## config.mk

```make
export PLATFORM = sky130hd
export DESIGN_NAME = irq_gate_ctrl
export DESIGN_NICKNAME = d
export VERILOG_FILES = /design/src/rtl/irq_gate_pkg.sv /design/src/rtl/irq_pin_sync.sv /design/src/rtl/irq_flag_bank.sv /design/src/rtl/irq_mask_tree.sv /design/src/rtl/irq_gate_ctrl.sv
export SDC_FILE = /design/constraint.sdc
export NUM_CORES = 1
export LEC_CHECK = 0
export BUFFER_PORTS_ARGS = -buffer_cell sky130_fd_sc_hd__buf_4
export CAP_MARGIN = 20
export CORE_MARGIN = 4
export CORE_UTILIZATION = 35
export CTS_BUF_LIST = sky130_fd_sc_hd__clkbuf_4 sky130_fd_sc_hd__clkbuf_8 sky130_fd_sc_hd__clkbuf_16
export DETAILED_ROUTE_END_ITERATION = 10
export HOLD_SLACK_MARGIN = 0.1
export SLEW_MARGIN = 5
export SYNTH_ARGS = -nofsm -noshare
export SYNTH_HDL_FRONTEND = slang
export SYNTH_HIERARCHICAL = 1
export SYNTH_SLANG_ARGS = --single-unit
```

## constraint.sdc

```tcl
create_clock -name clk_i -period 1.7 [get_ports clk_i]
set_input_delay 0.34 -clock clk_i [delete_from_list [all_inputs] [get_ports clk_i]]
set_output_delay 0.34 -clock clk_i [all_outputs]
set_load 0.02 [all_outputs]
```

## src/rtl/irq_gate_pkg.sv

```systemverilog
package irq_gate_pkg;

   localparam int unsigned REG_AW = 3;
   localparam int unsigned REG_DW = 8;

   localparam logic [REG_AW-1:0] A_CTRL    = 3'd0;
   localparam logic [REG_AW-1:0] A_CFLAG   = 3'd1;
   localparam logic [REG_AW-1:0] A_PFLAG_L = 3'd2;
   localparam logic [REG_AW-1:0] A_PFLAG_H = 3'd3;
   localparam logic [REG_AW-1:0] A_PEN_L   = 3'd4;
   localparam logic [REG_AW-1:0] A_PEN_H   = 3'd5;
   localparam logic [REG_AW-1:0] A_PCHG_EN = 3'd6;
   localparam logic [REG_AW-1:0] A_PINS    = 3'd7;

   localparam int unsigned N_CORE    = 3;
   localparam int unsigned CORE_TMR  = 0;
   localparam int unsigned CORE_EXT  = 1;
   localparam int unsigned CORE_PORT = 2;

   // packed from msb: core_en[5:3], rise[2], per_en[1], glb_en[0]
   typedef struct packed {
      logic [N_CORE-1:0] core_en;
      logic              rise;
      logic              per_en;
      logic              glb_en;
   } ctrl_t;

   localparam int unsigned CTRL_W = $bits(ctrl_t);

endpackage

```

## src/rtl/irq_pin_sync.sv

```systemverilog
module irq_pin_sync #(
   parameter int unsigned W      = 9,
   parameter int unsigned STAGES = 2
) (
   input  logic         clk_i,
   input  logic         rst_ni,
   input  logic [W-1:0] d_i,
   output logic [W-1:0] cur_o,
   output logic [W-1:0] prev_o
);

   if (STAGES < 2) begin : g_bad_stages
      $error("irq_pin_sync: STAGES must be at least 2");
   end

   logic [W-1:0] stage_q [STAGES];
   logic [W-1:0] prev_q;

   for (genvar s = 0; s < STAGES; s++) begin : g_stage
      if (s == 0) begin : g_first
         always_ff @(posedge clk_i or negedge rst_ni) begin
            if (!rst_ni) stage_q[s] <= '0;
            else         stage_q[s] <= d_i;
         end
      end else begin : g_next
         always_ff @(posedge clk_i or negedge rst_ni) begin
            if (!rst_ni) stage_q[s] <= '0;
            else         stage_q[s] <= stage_q[s-1];
         end
      end
   end

   always_ff @(posedge clk_i or negedge rst_ni) begin
      if (!rst_ni) prev_q <= '0;
      else         prev_q <= stage_q[STAGES-1];
   end

   assign cur_o  = stage_q[STAGES-1];
   assign prev_o = prev_q;

endmodule

```

## src/rtl/irq_flag_bank.sv

```systemverilog
module irq_flag_bank #(
   parameter int unsigned N = 3
) (
   input  logic         clk_i,
   input  logic         rst_ni,
   input  logic [N-1:0] set_i,
   input  logic [N-1:0] clr_i,
   output logic [N-1:0] q_o
);

   if (N < 1) begin : g_bad_n
      $error("irq_flag_bank: N must be at least 1");
   end

   for (genvar i = 0; i < N; i++) begin : g_flag
      logic f_q;
      always_ff @(posedge clk_i or negedge rst_ni) begin
         if (!rst_ni)      f_q <= 1'b0;
         else if (set_i[i]) f_q <= 1'b1;   // set beats a same-cycle clear
         else if (clr_i[i]) f_q <= 1'b0;
      end
      assign q_o[i] = f_q;
   end

endmodule

```

## src/rtl/irq_mask_tree.sv

```systemverilog
module irq_mask_tree #(
   parameter int unsigned          N_CORE      = 3,
   parameter int unsigned          N_PERI      = 9,
   parameter bit                   WAKE_FILTER = 1'b1,
   parameter logic [N_PERI-1:0]    NEEDS_CLK   = '0
) (
   input  logic [N_CORE-1:0] core_flag_i,
   input  logic [N_CORE-1:0] core_en_i,
   input  logic [N_PERI-1:0] peri_flag_i,
   input  logic [N_PERI-1:0] peri_en_i,
   input  logic              per_en_i,
   input  logic              glb_en_i,
   input  logic              sleep_i,
   output logic              irq_o,
   output logic              wake_o
);

   logic              core_term;
   logic [N_PERI-1:0] peri_hit;
   logic              peri_term;
   logic              peri_wake;

   assign core_term = |(core_flag_i & core_en_i);
   assign peri_hit  = peri_flag_i & peri_en_i;
   assign peri_term = per_en_i & (|peri_hit);

   if (WAKE_FILTER) begin : g_filter
      logic [N_PERI-1:0] live_mask;
      assign live_mask = sleep_i ? ~NEEDS_CLK : {N_PERI{1'b1}};
      assign peri_wake = per_en_i & (|(peri_hit & live_mask));
   end else begin : g_plain
      logic unused_sleep;
      assign unused_sleep = sleep_i;
      assign peri_wake    = peri_term;
   end

   assign irq_o  = glb_en_i & (core_term | peri_term);
   assign wake_o = core_term | peri_wake;

endmodule

```

## src/rtl/irq_gate_ctrl.sv

```systemverilog
module irq_gate_ctrl
   import irq_gate_pkg::*;
#(
   parameter int unsigned       PORT_W      = 8,
   parameter int unsigned       N_PERI      = 9,
   parameter int unsigned       SYNC_STAGES = 2,
   parameter bit                WAKE_FILTER = 1'b1,
   parameter logic [N_PERI-1:0] NEEDS_CLK   = 9'h048
) (
   input  logic              clk_i,
   input  logic              rst_ni,
   input  logic [2:0]        bus_addr_i,
   input  logic              bus_we_i,
   input  logic [7:0]        bus_wdata_i,
   output logic [7:0]        bus_rdata_o,
   input  logic              tmr0_ovf_i,
   input  logic              ext_pin_i,
   input  logic [PORT_W-1:0] port_pins_i,
   input  logic [N_PERI-1:0] peri_evt_i,
   input  logic              irq_ack_i,
   input  logic              irq_ret_i,
   input  logic              sleep_i,
   output logic              irq_o,
   output logic              wake_o
);

   localparam int unsigned SYNC_W = PORT_W + 1;

   if (PORT_W < 1 || PORT_W > REG_DW) begin : g_bad_port
      $error("irq_gate_ctrl: PORT_W must be 1..8");
   end
   if (N_PERI < 1 || N_PERI > 2 * REG_DW) begin : g_bad_peri
      $error("irq_gate_ctrl: N_PERI must be 1..16");
   end

   ctrl_t             ctrl_q;
   logic [N_PERI-1:0] peri_en_q;
   logic [PORT_W-1:0] pchg_en_q;
   logic [N_CORE-1:0] cflag_q;
   logic [N_PERI-1:0] pflag_q;
   logic              glb_en;
   logic [N_CORE-1:0] core_en;

   logic [SYNC_W-1:0] sync_cur, sync_prev;
   logic [PORT_W-1:0] pins_cur, pins_prev;
   logic              ext_cur, ext_prev;
   logic              ext_edge, port_chg;
   logic [N_CORE-1:0] core_set, core_clr;
   logic [N_PERI-1:0] peri_clr;

   function automatic logic wr_hit(input logic [2:0] a);
      return bus_we_i && (bus_addr_i == a);
   endfunction

   // ---------------- input synchronization and detection ----------------
   irq_pin_sync #(.W(SYNC_W), .STAGES(SYNC_STAGES)) u_sync (
      .clk_i  (clk_i),
      .rst_ni (rst_ni),
      .d_i    ({ext_pin_i, port_pins_i}),
      .cur_o  (sync_cur),
      .prev_o (sync_prev)
   );

   assign pins_cur  = sync_cur[PORT_W-1:0];
   assign pins_prev = sync_prev[PORT_W-1:0];
   assign ext_cur   = sync_cur[PORT_W];
   assign ext_prev  = sync_prev[PORT_W];

   assign ext_edge = ctrl_q.rise ? (ext_cur & ~ext_prev) : (~ext_cur & ext_prev);
   assign port_chg = |((pins_cur ^ pins_prev) & pchg_en_q);

   // ---------------- control registers ----------------
   always_ff @(posedge clk_i or negedge rst_ni) begin
      if (!rst_ni) begin
         ctrl_q <= '0;
      end else begin
         if (wr_hit(A_CTRL)) begin
            ctrl_q.core_en <= bus_wdata_i[5:3];
            ctrl_q.rise    <= bus_wdata_i[2];
            ctrl_q.per_en  <= bus_wdata_i[1];
         end
         if (irq_ack_i)            ctrl_q.glb_en <= 1'b0;
         else if (irq_ret_i)       ctrl_q.glb_en <= 1'b1;
         else if (wr_hit(A_CTRL))  ctrl_q.glb_en <= bus_wdata_i[0];
      end
   end

   always_ff @(posedge clk_i or negedge rst_ni) begin
      if (!rst_ni)                pchg_en_q <= '0;
      else if (wr_hit(A_PCHG_EN)) pchg_en_q <= bus_wdata_i[PORT_W-1:0];
   end

   for (genvar i = 0; i < N_PERI; i++) begin : g_peri
      localparam logic [2:0] EN_ADDR = (i < REG_DW) ? A_PEN_L   : A_PEN_H;
      localparam logic [2:0] FL_ADDR = (i < REG_DW) ? A_PFLAG_L : A_PFLAG_H;
      localparam int unsigned BITPOS = i % REG_DW;

      always_ff @(posedge clk_i or negedge rst_ni) begin
         if (!rst_ni)              peri_en_q[i] <= 1'b0;
         else if (wr_hit(EN_ADDR)) peri_en_q[i] <= bus_wdata_i[BITPOS];
      end
      assign peri_clr[i] = wr_hit(FL_ADDR) & ~bus_wdata_i[BITPOS];
   end

   // ---------------- flags ----------------
   always_comb begin
      core_set            = '0;
      core_set[CORE_TMR]  = tmr0_ovf_i;
      core_set[CORE_EXT]  = ext_edge;
      core_set[CORE_PORT] = port_chg;
      core_clr = wr_hit(A_CFLAG) ? ~bus_wdata_i[N_CORE-1:0] : '0;
   end

   irq_flag_bank #(.N(N_CORE)) u_core_flags (
      .clk_i  (clk_i),
      .rst_ni (rst_ni),
      .set_i  (core_set),
      .clr_i  (core_clr),
      .q_o    (cflag_q)
   );

   irq_flag_bank #(.N(N_PERI)) u_peri_flags (
      .clk_i  (clk_i),
      .rst_ni (rst_ni),
      .set_i  (peri_evt_i),
      .clr_i  (peri_clr),
      .q_o    (pflag_q)
   );

   // ---------------- masking ----------------
   assign glb_en  = ctrl_q.glb_en;
   assign core_en = ctrl_q.core_en;

   irq_mask_tree #(
      .N_CORE      (N_CORE),
      .N_PERI      (N_PERI),
      .WAKE_FILTER (WAKE_FILTER),
      .NEEDS_CLK   (NEEDS_CLK)
   ) u_tree (
      .core_flag_i (cflag_q),
      .core_en_i   (core_en),
      .peri_flag_i (pflag_q),
      .peri_en_i   (peri_en_q),
      .per_en_i    (ctrl_q.per_en),
      .glb_en_i    (glb_en),
      .sleep_i     (sleep_i),
      .irq_o       (irq_o),
      .wake_o      (wake_o)
   );

   // ---------------- read mux ----------------
   always_comb begin
      bus_rdata_o = '0;
      case (bus_addr_i)
         A_CTRL:    bus_rdata_o[CTRL_W-1:0] = ctrl_q;
         A_CFLAG:   bus_rdata_o[N_CORE-1:0] = cflag_q;
         A_PCHG_EN: bus_rdata_o[PORT_W-1:0] = pchg_en_q;
         A_PINS:    bus_rdata_o[PORT_W-1:0] = pins_cur;
         default: begin
            for (int i = 0; i < int'(N_PERI); i++) begin
               if (bus_addr_i == ((i < int'(REG_DW)) ? A_PFLAG_L : A_PFLAG_H))
                  bus_rdata_o[i % REG_DW] = pflag_q[i];
               if (bus_addr_i == ((i < int'(REG_DW)) ? A_PEN_L : A_PEN_H))
                  bus_rdata_o[i % REG_DW] = peri_en_q[i];
            end
         end
      endcase
   end

endmodule

```

==> impl_metrics.py, run 1 <==
metrics = {
    "critical_path": {
        "startpoint_type": "register",
        "r2r-start": "u_sync/cur_o[3]",
        "path_cells": "a222oi_1 > buf_4 > a41oi_2 > o21a_1 > buf_6",
        "path_max_fanout": 2,
        "path_delay_family": "compound AO/OA/AOI/OAI gates",
        "reg2regPathDepth": 5,
        "rrSetupSlack_ns": 0.39,
        "worstSetupPathType": "register to primary output",
        "end_kind": "primary output",
        "cp.arrival_ns": 1.70,
        "r2r_end": "u_core_flags/g_flag[2].f_q",
        "worstPathRequired_ns": 1.36,
        "cp.buffers_inverters": 2,
        "cp_slowest_cell": "dfrtp_1",
        "max_stage_delay_ns": 0.40,
    },
    "logic_synthesis": {
        "synth-edff-count": 0,
        "avgSynthCellArea_um2": 12.0,
        "synth_most_common_cell": "dfrtp_1",
        "synth-seq-area-share_pct": 53.2,
        "synth_cells": 242,
        "yosysUniqueCellTypes": 41,
        "netlist.area_leader.share_pct": 53.2,
        "netlist_area_mm2": 0.00291,
        "async_flop_share_pct": 100,
        "synth_seq_cells": 62,
        "yosysTopAreaCell": "dfrtp_1",
        "ys_warn_count": 6,
        "ys_top_cells_by_area": "dfrtp_1 53%, mux2_2 8.9%, buf_4 5.9%",
        "synthTopCellsByCount": "62 x dfrtp_1, 23 x buf_4, 23 x mux2_2, 15 x inv_1",
        "synth_nets": 278,
        "synth_flop_cell": "dfrtp_1",
    },
    "place": {
        "gp_congestion": 0.819,
        "dp_hpwl_um": 4910,
        "post_dp_cell_area_mm2": 0.00334,
        "port_buffers": 45,
        "placed_cells": 384,
    },
    "clock_tree": {
        "clock_sinks": 62,
        "htree_levels": 3,
        "clock-root-buffer": "clkbuf_8",
        "clock_latency_ns": 0.35,
        "cts_made_buffers": 9,
        "cts_tree": "done",
        "clk_pin_slew_ns": 0.08,
        "cts_buffer_depth": 2,
    },
    "global_routing": {
        "gr-total-overflow": 0,
        "grt_max_degree": 34,
        "antenna_found_initial": 0,
        "grt_pass1_wl_um": 10600,
        "grt_pass1_vias": 2056,
        "grt_use_total_pct": 14.1,
    },
    "min_path": {
        "hold_path_end": "glb_en",
        "whs_path_depth": 2,
        "hold_path.class": "primary input to register",
        "holdCritStartpoint": "irq_ack_i",
    },
    "floorplan": {
        "initial_core_util_pct": 35.6,
        "core_area_mm2": 0.00818,
        "dieArea_mm2": 0.00985,
        "fp-row-count": 33,
        "ios": 46,
        "die_x_um": 99.2,
        "die_y_um": 99.2,
    },
    "power": {
        "pwr-share-seq_pct": 47.0,
        "p_int_uw": 2610,
        "comb_power_share_pct": 19.8,
        "leakage_uw": 0.00166,
        "power.switching_uw": 1120,
        "p_sw_share_pct": 30.1,
        "power_frac_clock_pct": 33.3,
        "power_density_mw_per_mm2": 991,
        "vdd_drop_max_mv": 0.722,
    },
    "sta": {
        "final_max_slew_viol_count": 0,
        "timing.final.crit_share_pct": 120,
        "clock-skew-final_ns": 0.00626,
        "maxSlewHeadroom_pct": 69.4,
        "worst_pin_slew_ns": 0.459,
        "finalCriticalPeriod_ns": 2.04,
        "timing.hold.ws_ns": 0.145,
        "setup_viol": 5,
        "fin_ws_ns": -0.342,
        "hold_viol": 0,
        "rsz0062_at_grt": "true",
        "max_freq_mhz": 490,
    },
    "finish": {
        "final_cells": 418,
        "multi_input_area_mm2": 0.00113,
        "regArea_mm2": 0.00155,
        "utilization_pct": 46.0,
        "antenna_cells": 0,
        "drive_gt1_share_pct": 44.1,
        "nets": 344,
        "syn_to_final_growth_pct": 29.0,
        "fillers": 777,
        "design_area_mm2": 0.00376,
    },
    "run": {
        "max_cap_violations": 0,
    },
    "detailed_routing": {
        "ant_nets": 0,
        "drt_iter0_drc": 86,
        "num_vias": 2007,
        "firstDrtPassIters": 4,
        "totalWireLength_um": 6640,
        "drc": 0,
        "vias_per_cell": 4.80,
        "wire_per_inst_um": 15.9,
    },
    "status": {
        "violations": "setup timing",
        "status": "finished with violations",
    },
}
## state kept, by name (all words and copies together), names as in the netlist
| register | flops |
|---|---|
| u_sync/stage_q | 9 |
| u_core_flags/g_flag.f_q | 3 |
| peri_en_q | 9 |
| u_peri_flags/g_flag.f_q | 9 |
| u_sync/cur_o | 9 |
| core_en | 3 |
| glb_en | 1 |
| u_sync/prev_o | 9 |
| ctrl_q | 2 |
| pchg_en_q | 8 |
## stage by stage
| step | total power (µW) | setup slack, ns | setup TNS (ns) |
|---|---|---|---|
| floorplan | 2140 | 0.0720 | 0 |
| global placement | 2410 | -0.00755 | -0.00755 |
| detailed placement | 2420 | -0.0222 | -0.0222 |
| CTS | 3750 | -0.363 | -1.28 |
| global route | 3910 | -0.415 | -1.64 |
| finish | 3730 | -0.342 | -1.16 |
## how the worst max path moves through the flow
| stage | to | slack, ns | cells past startpoint | start |
|---|---|---|---|---|
| after floorplan | bus_rdata_o[2] | 0.07 | 4 | bus_addr_i[1] |
| after global placement | bus_rdata_o[0] | -0.008 | 6 | bus_addr_i[2] |
| after detailed placement | bus_rdata_o[0] | -0.02 | 6 | bus_addr_i[2] |
| after CTS | irq_o | -0.36 | 5 | u_peri_flags/g_flag[0].f_q |
| after global routing | irq_o | -0.42 | 5 | peri_en_q[0] |
| final | irq_o | -0.34 | 5 | u_peri_flags/g_flag[0].f_q |
## cell type report
cell class                 instances  share of cell area (%)
timing repair buffer              85                    18.8
clock inverter                     7                    1.66
multi-input combinational        135                    30.0
tap                              105                    3.49
inverter                          15                    1.50
clock buffer                       9                    3.29
sequential                        62                    41.3
## layer usage
metal	track usage [%]	share of wire [%]	wire, µm	vias to the layer above
met4	4.10	0.69	46	0
met2	22.1	48	3180	59
met5	0	0	0	-
met1	18.9	45	2990	980
met3	4.35	6.4	428	5
li1	-	-	-	963
## logic make-up after synthesis
| group | after synthesis | synth area share [%] |
|---|---|---|
| buffers and inverters | 45 | 9.66 |
| flip-flops | 62 | 53.2 |
| AND/OR/NAND/NOR | 45 | 9.53 |
| AO/OA/AOI/OAI | 47 | 11.7 |
| XOR/XNOR | 8 | 2.40 |
| multiplexers | 35 | 13.4 |
## what timing repair did
item	in CTS	in global routing
cloned	0	0
endpoints found under the hold margin	39	0
endpoints found under the setup margin	8	10
gates resized for setup	14	13
buffers inserted	4	5
hold buffers	10	0
pin swaps	5	4
## worst reg2reg max path: stages, from the launching register on
cell,delay (ns)
dfrtp_1,0.41
buf_4,0.14
xor2_1,0.13
a22oi_1,0.20
nand4_1,0.14
a21o_1,0.18
## power by group through the flow
stage	sequential (µW)	combinational (µW)	clock, µW
floorplan	1740	407	0
CTS	1750	714	1280
detailed placement	1790	636	0
global placement	1780	625	0
finish	1750	736	1240
global route	1770	807	1340
## placed cells by master (no fill, tap or decap), types with 2 or more instances in the layout
cell type | netlist | final
a21o_1 | 13 | 13
a22oi_1 | 8 | 8
a32o_2 | 0 | 2
buf_4 | 23 | 66
buf_6 | 3 | 8
clkbuf_8 | 0 | 9
dfrtp_1 | 62 | 62
dlygate4sd3_1 | 0 | 10
inv_1 | 15 | 15
inv_6 | 0 | 5
mux2_2 | 23 | 23
mux2i_1 | 11 | 11
nand2_1 | 13 | 11
nand2_2 | 0 | 2
nand2b_1 | 3 | 3
nand3_1 | 2 | 2
nor2_1 | 5 | 4
nor2_2 | 6 | 7
nor2_8 | 2 | 2
nor3_1 | 4 | 4
o21ai_0 | 9 | 2
o21ai_1 | 0 | 6
o2bb2ai_1 | 3 | 2
or2_2 | 2 | 2
xor2_1 | 8 | 8
Power figures use the tool's default switching activity.
==> run 2, diff against run 1 <==
--- a/config.mk
+++ b/config.mk
@@ -5,6 +5,7 @@
 export SDC_FILE = /design/constraint.sdc
 export NUM_CORES = 1
 export LEC_CHECK = 0
+export ABC_CLOCK_PERIOD_IN_PS = 1700
 export BUFFER_PORTS_ARGS = -buffer_cell sky130_fd_sc_hd__buf_4
 export CAP_MARGIN = 20
 export CORE_MARGIN = 4
@@ -12,6 +13,7 @@
 export CTS_BUF_LIST = sky130_fd_sc_hd__clkbuf_4 sky130_fd_sc_hd__clkbuf_8 sky130_fd_sc_hd__clkbuf_16
 export DETAILED_ROUTE_END_ITERATION = 10
 export HOLD_SLACK_MARGIN = 0.1
+export RECOVER_POWER = 25
 export SLEW_MARGIN = 5
 export SYNTH_ARGS = -nofsm -noshare
 export SYNTH_HDL_FRONTEND = slang
==> impl_metrics.py, run 2 (synthesis results as in run 1) <==
metrics = {
    "detailed_routing": {
        "num_vias": 2007,
        "drc": 0,
        "ant_nets": 0,
        "drt_iter0_drc": 94,
        "vias_per_cell": 4.80,
        "firstDrtPassIters": 4,
        "wire_per_inst_um": 15.8,
        "totalWireLength_um": 6620,
    },
    "clock_tree": {
        "cts_buffer_depth": 2,
        "cts_tree": "done",
        "htree_levels": 3,
        "cts_made_buffers": 9,
        "clk_pin_slew_ns": 0.08,
        "clock_latency_ns": 0.35,
        "clock_sinks": 62,
        "clock-root-buffer": "clkbuf_8",
    },
    "sta": {
        "finalCriticalPeriod_ns": 2.03,
        "maxSlewHeadroom_pct": 40.5,
        "setup_viol": 5,
        "max_freq_mhz": 492,
        "hold_viol": 0,
        "fin_ws_ns": -0.331,
        "final_max_slew_viol_count": 0,
        "clock-skew-final_ns": 0.00658,
        "timing.hold.ws_ns": 0.143,
        "worst_pin_slew_ns": 0.893,
        "timing.final.crit_share_pct": 119,
        "rsz0062_at_grt": "true",
    },
    "place": {
        "placed_cells": 384,
        "dp_hpwl_um": 4910,
        "port_buffers": 45,
        "gp_congestion": 0.819,
        "post_dp_cell_area_mm2": 0.00334,
    },
    "global_routing": {
        "grt_use_total_pct": 14.1,
        "antenna_found_initial": 0,
        "gr-total-overflow": 0,
        "grt_pass1_wl_um": 10600,
        "grt_pass1_vias": 2056,
        "grt_max_degree": 34,
    },
    "floorplan": {
        "dieArea_mm2": 0.00985,
        "initial_core_util_pct": 35.6,
        "die_y_um": 99.2,
        "die_x_um": 99.2,
        "core_area_mm2": 0.00818,
        "fp-row-count": 33,
        "ios": 46,
    },
    "critical_path": {
        "end_kind": "primary output",
        "worstPathRequired_ns": 1.36,
        "startpoint_type": "register",
        "r2r-start": "u_sync/cur_o[3]",
        "path_max_fanout": 2,
        "cp.arrival_ns": 1.69,
        "worstSetupPathType": "register to primary output",
        "startpoint": "u_peri_flags/g_flag[0].f_q",
    },
    "finish": {
        "drive_gt1_share_pct": 43.5,
        "final_cell_mix": "62 x dfrtp_1, 53 x buf_4, 23 x mux2_2",
        "design_area_mm2": 0.00375,
        "final_common_cell": "dfrtp_1",
        "nets": 344,
        "utilization_pct": 45.9,
        "antenna_cells": 0,
        "fillers": 778,
        "syn_to_final_growth_pct": 28.7,
        "final_cells": 418,
    },
    "min_path": {
        "hold_path.class": "primary input to register",
        "holdCritStartpoint": "irq_ack_i",
    },
    "run": {
        "max_cap_violations": 0,
    },
    "power": {
        "vdd_drop_max_mv": 0.723,
        "leakage_uw": 0.00165,
        "power_density_mw_per_mm2": 993,
    },
    "status": {
        "status": "finished with violations",
        "violations": "setup timing",
    },
}
[run 2: cell types whose count changed in the layout (fill, tap and decap cells not counted)]
cell | before | now
buf_4 | 66 | 53
clkbuf_4 | 0 | 10
clkbuf_1 | 0 | 2
clkbuf_2 | 0 | 1
[run 2: final timing paths]
check | to | cells past startpoint | slack, ns
max | irq_o | 5 | -0.33
min | glb_en | 2 | 0.14
max reg2reg | u_core_flags/g_flag[2].f_q | 5 | 0.37
min reg2reg | u_sync/cur_o[2] | 0 | 0.35
max in group asynchronous | u_sync/stage_q[11] | 3 | 0.43
min in group asynchronous | peri_en_q[6] | 2 | 0.65
[run 2: metrics by stage]
stage,worst slack (ns),setup TNS [ns],total power (µW)
2_1_floorplan,0.0720,0,2140
3_3_place_gp,-0.00755,-0.00755,2410
3_5_place_dp,-0.0222,-0.0222,2420
4_1_cts,-0.363,-1.28,3750
5_1_grt,-0.415,-1.64,3910
6_report,-0.331,-1.14,3730
[run 2: area by class of cell]
class / count / area, µm² / share of cell area, %
Clock buffer: 9 / 124 / 3.30
Inverter: 15 / 56.3 / 1.50
Timing Repair Buffer: 85 / 696 / 18.6
Multi-Input combinational cell: 135 / 1130 / 30.1
Tap cell: 105 / 131 / 3.50
Clock inverter: 7 / 62.6 / 1.67
Sequential cell: 62 / 1550 / 41.4
[run 2: metal layers]
| layer | vias to the layer above | share of wire, % | track usage (%) |
|---|---|---|---|
| met4 | 0 | 0.77 | 4.10 |
| met2 | 47 | 48 | 22.1 |
| met3 | 6 | 4.8 | 4.35 |
| met5 | - | 0 | 0 |
| li1 | 963 | - | - |
| met1 | 991 | 46 | 18.9 |
[run 2: repair_timing]
item,4_1_cts,5_1_grt
gates cloned,0,0
pin swaps,5,4
setup buffers,4,5
setup endpoints to repair,8,10
hold buffers,10,0
gates resized for setup,14,13
endpoints found under the hold margin,39,0
[run 2: power by group]
group	internal, µW	leakage (µW)	switching, µW
logic	406	0.000858	326
registers	1630	0.000699	119
clock network	564	0.0000936	679
total	2600	0.00165	1120
[run 2: critical path, stage by stage, from the launching register on]
cell      delay [ns]
dfrtp_1         0.40
a222oi_1        0.33
buf_4           0.19
a41oi_2         0.08
o21a_1          0.22
buf_6           0.13
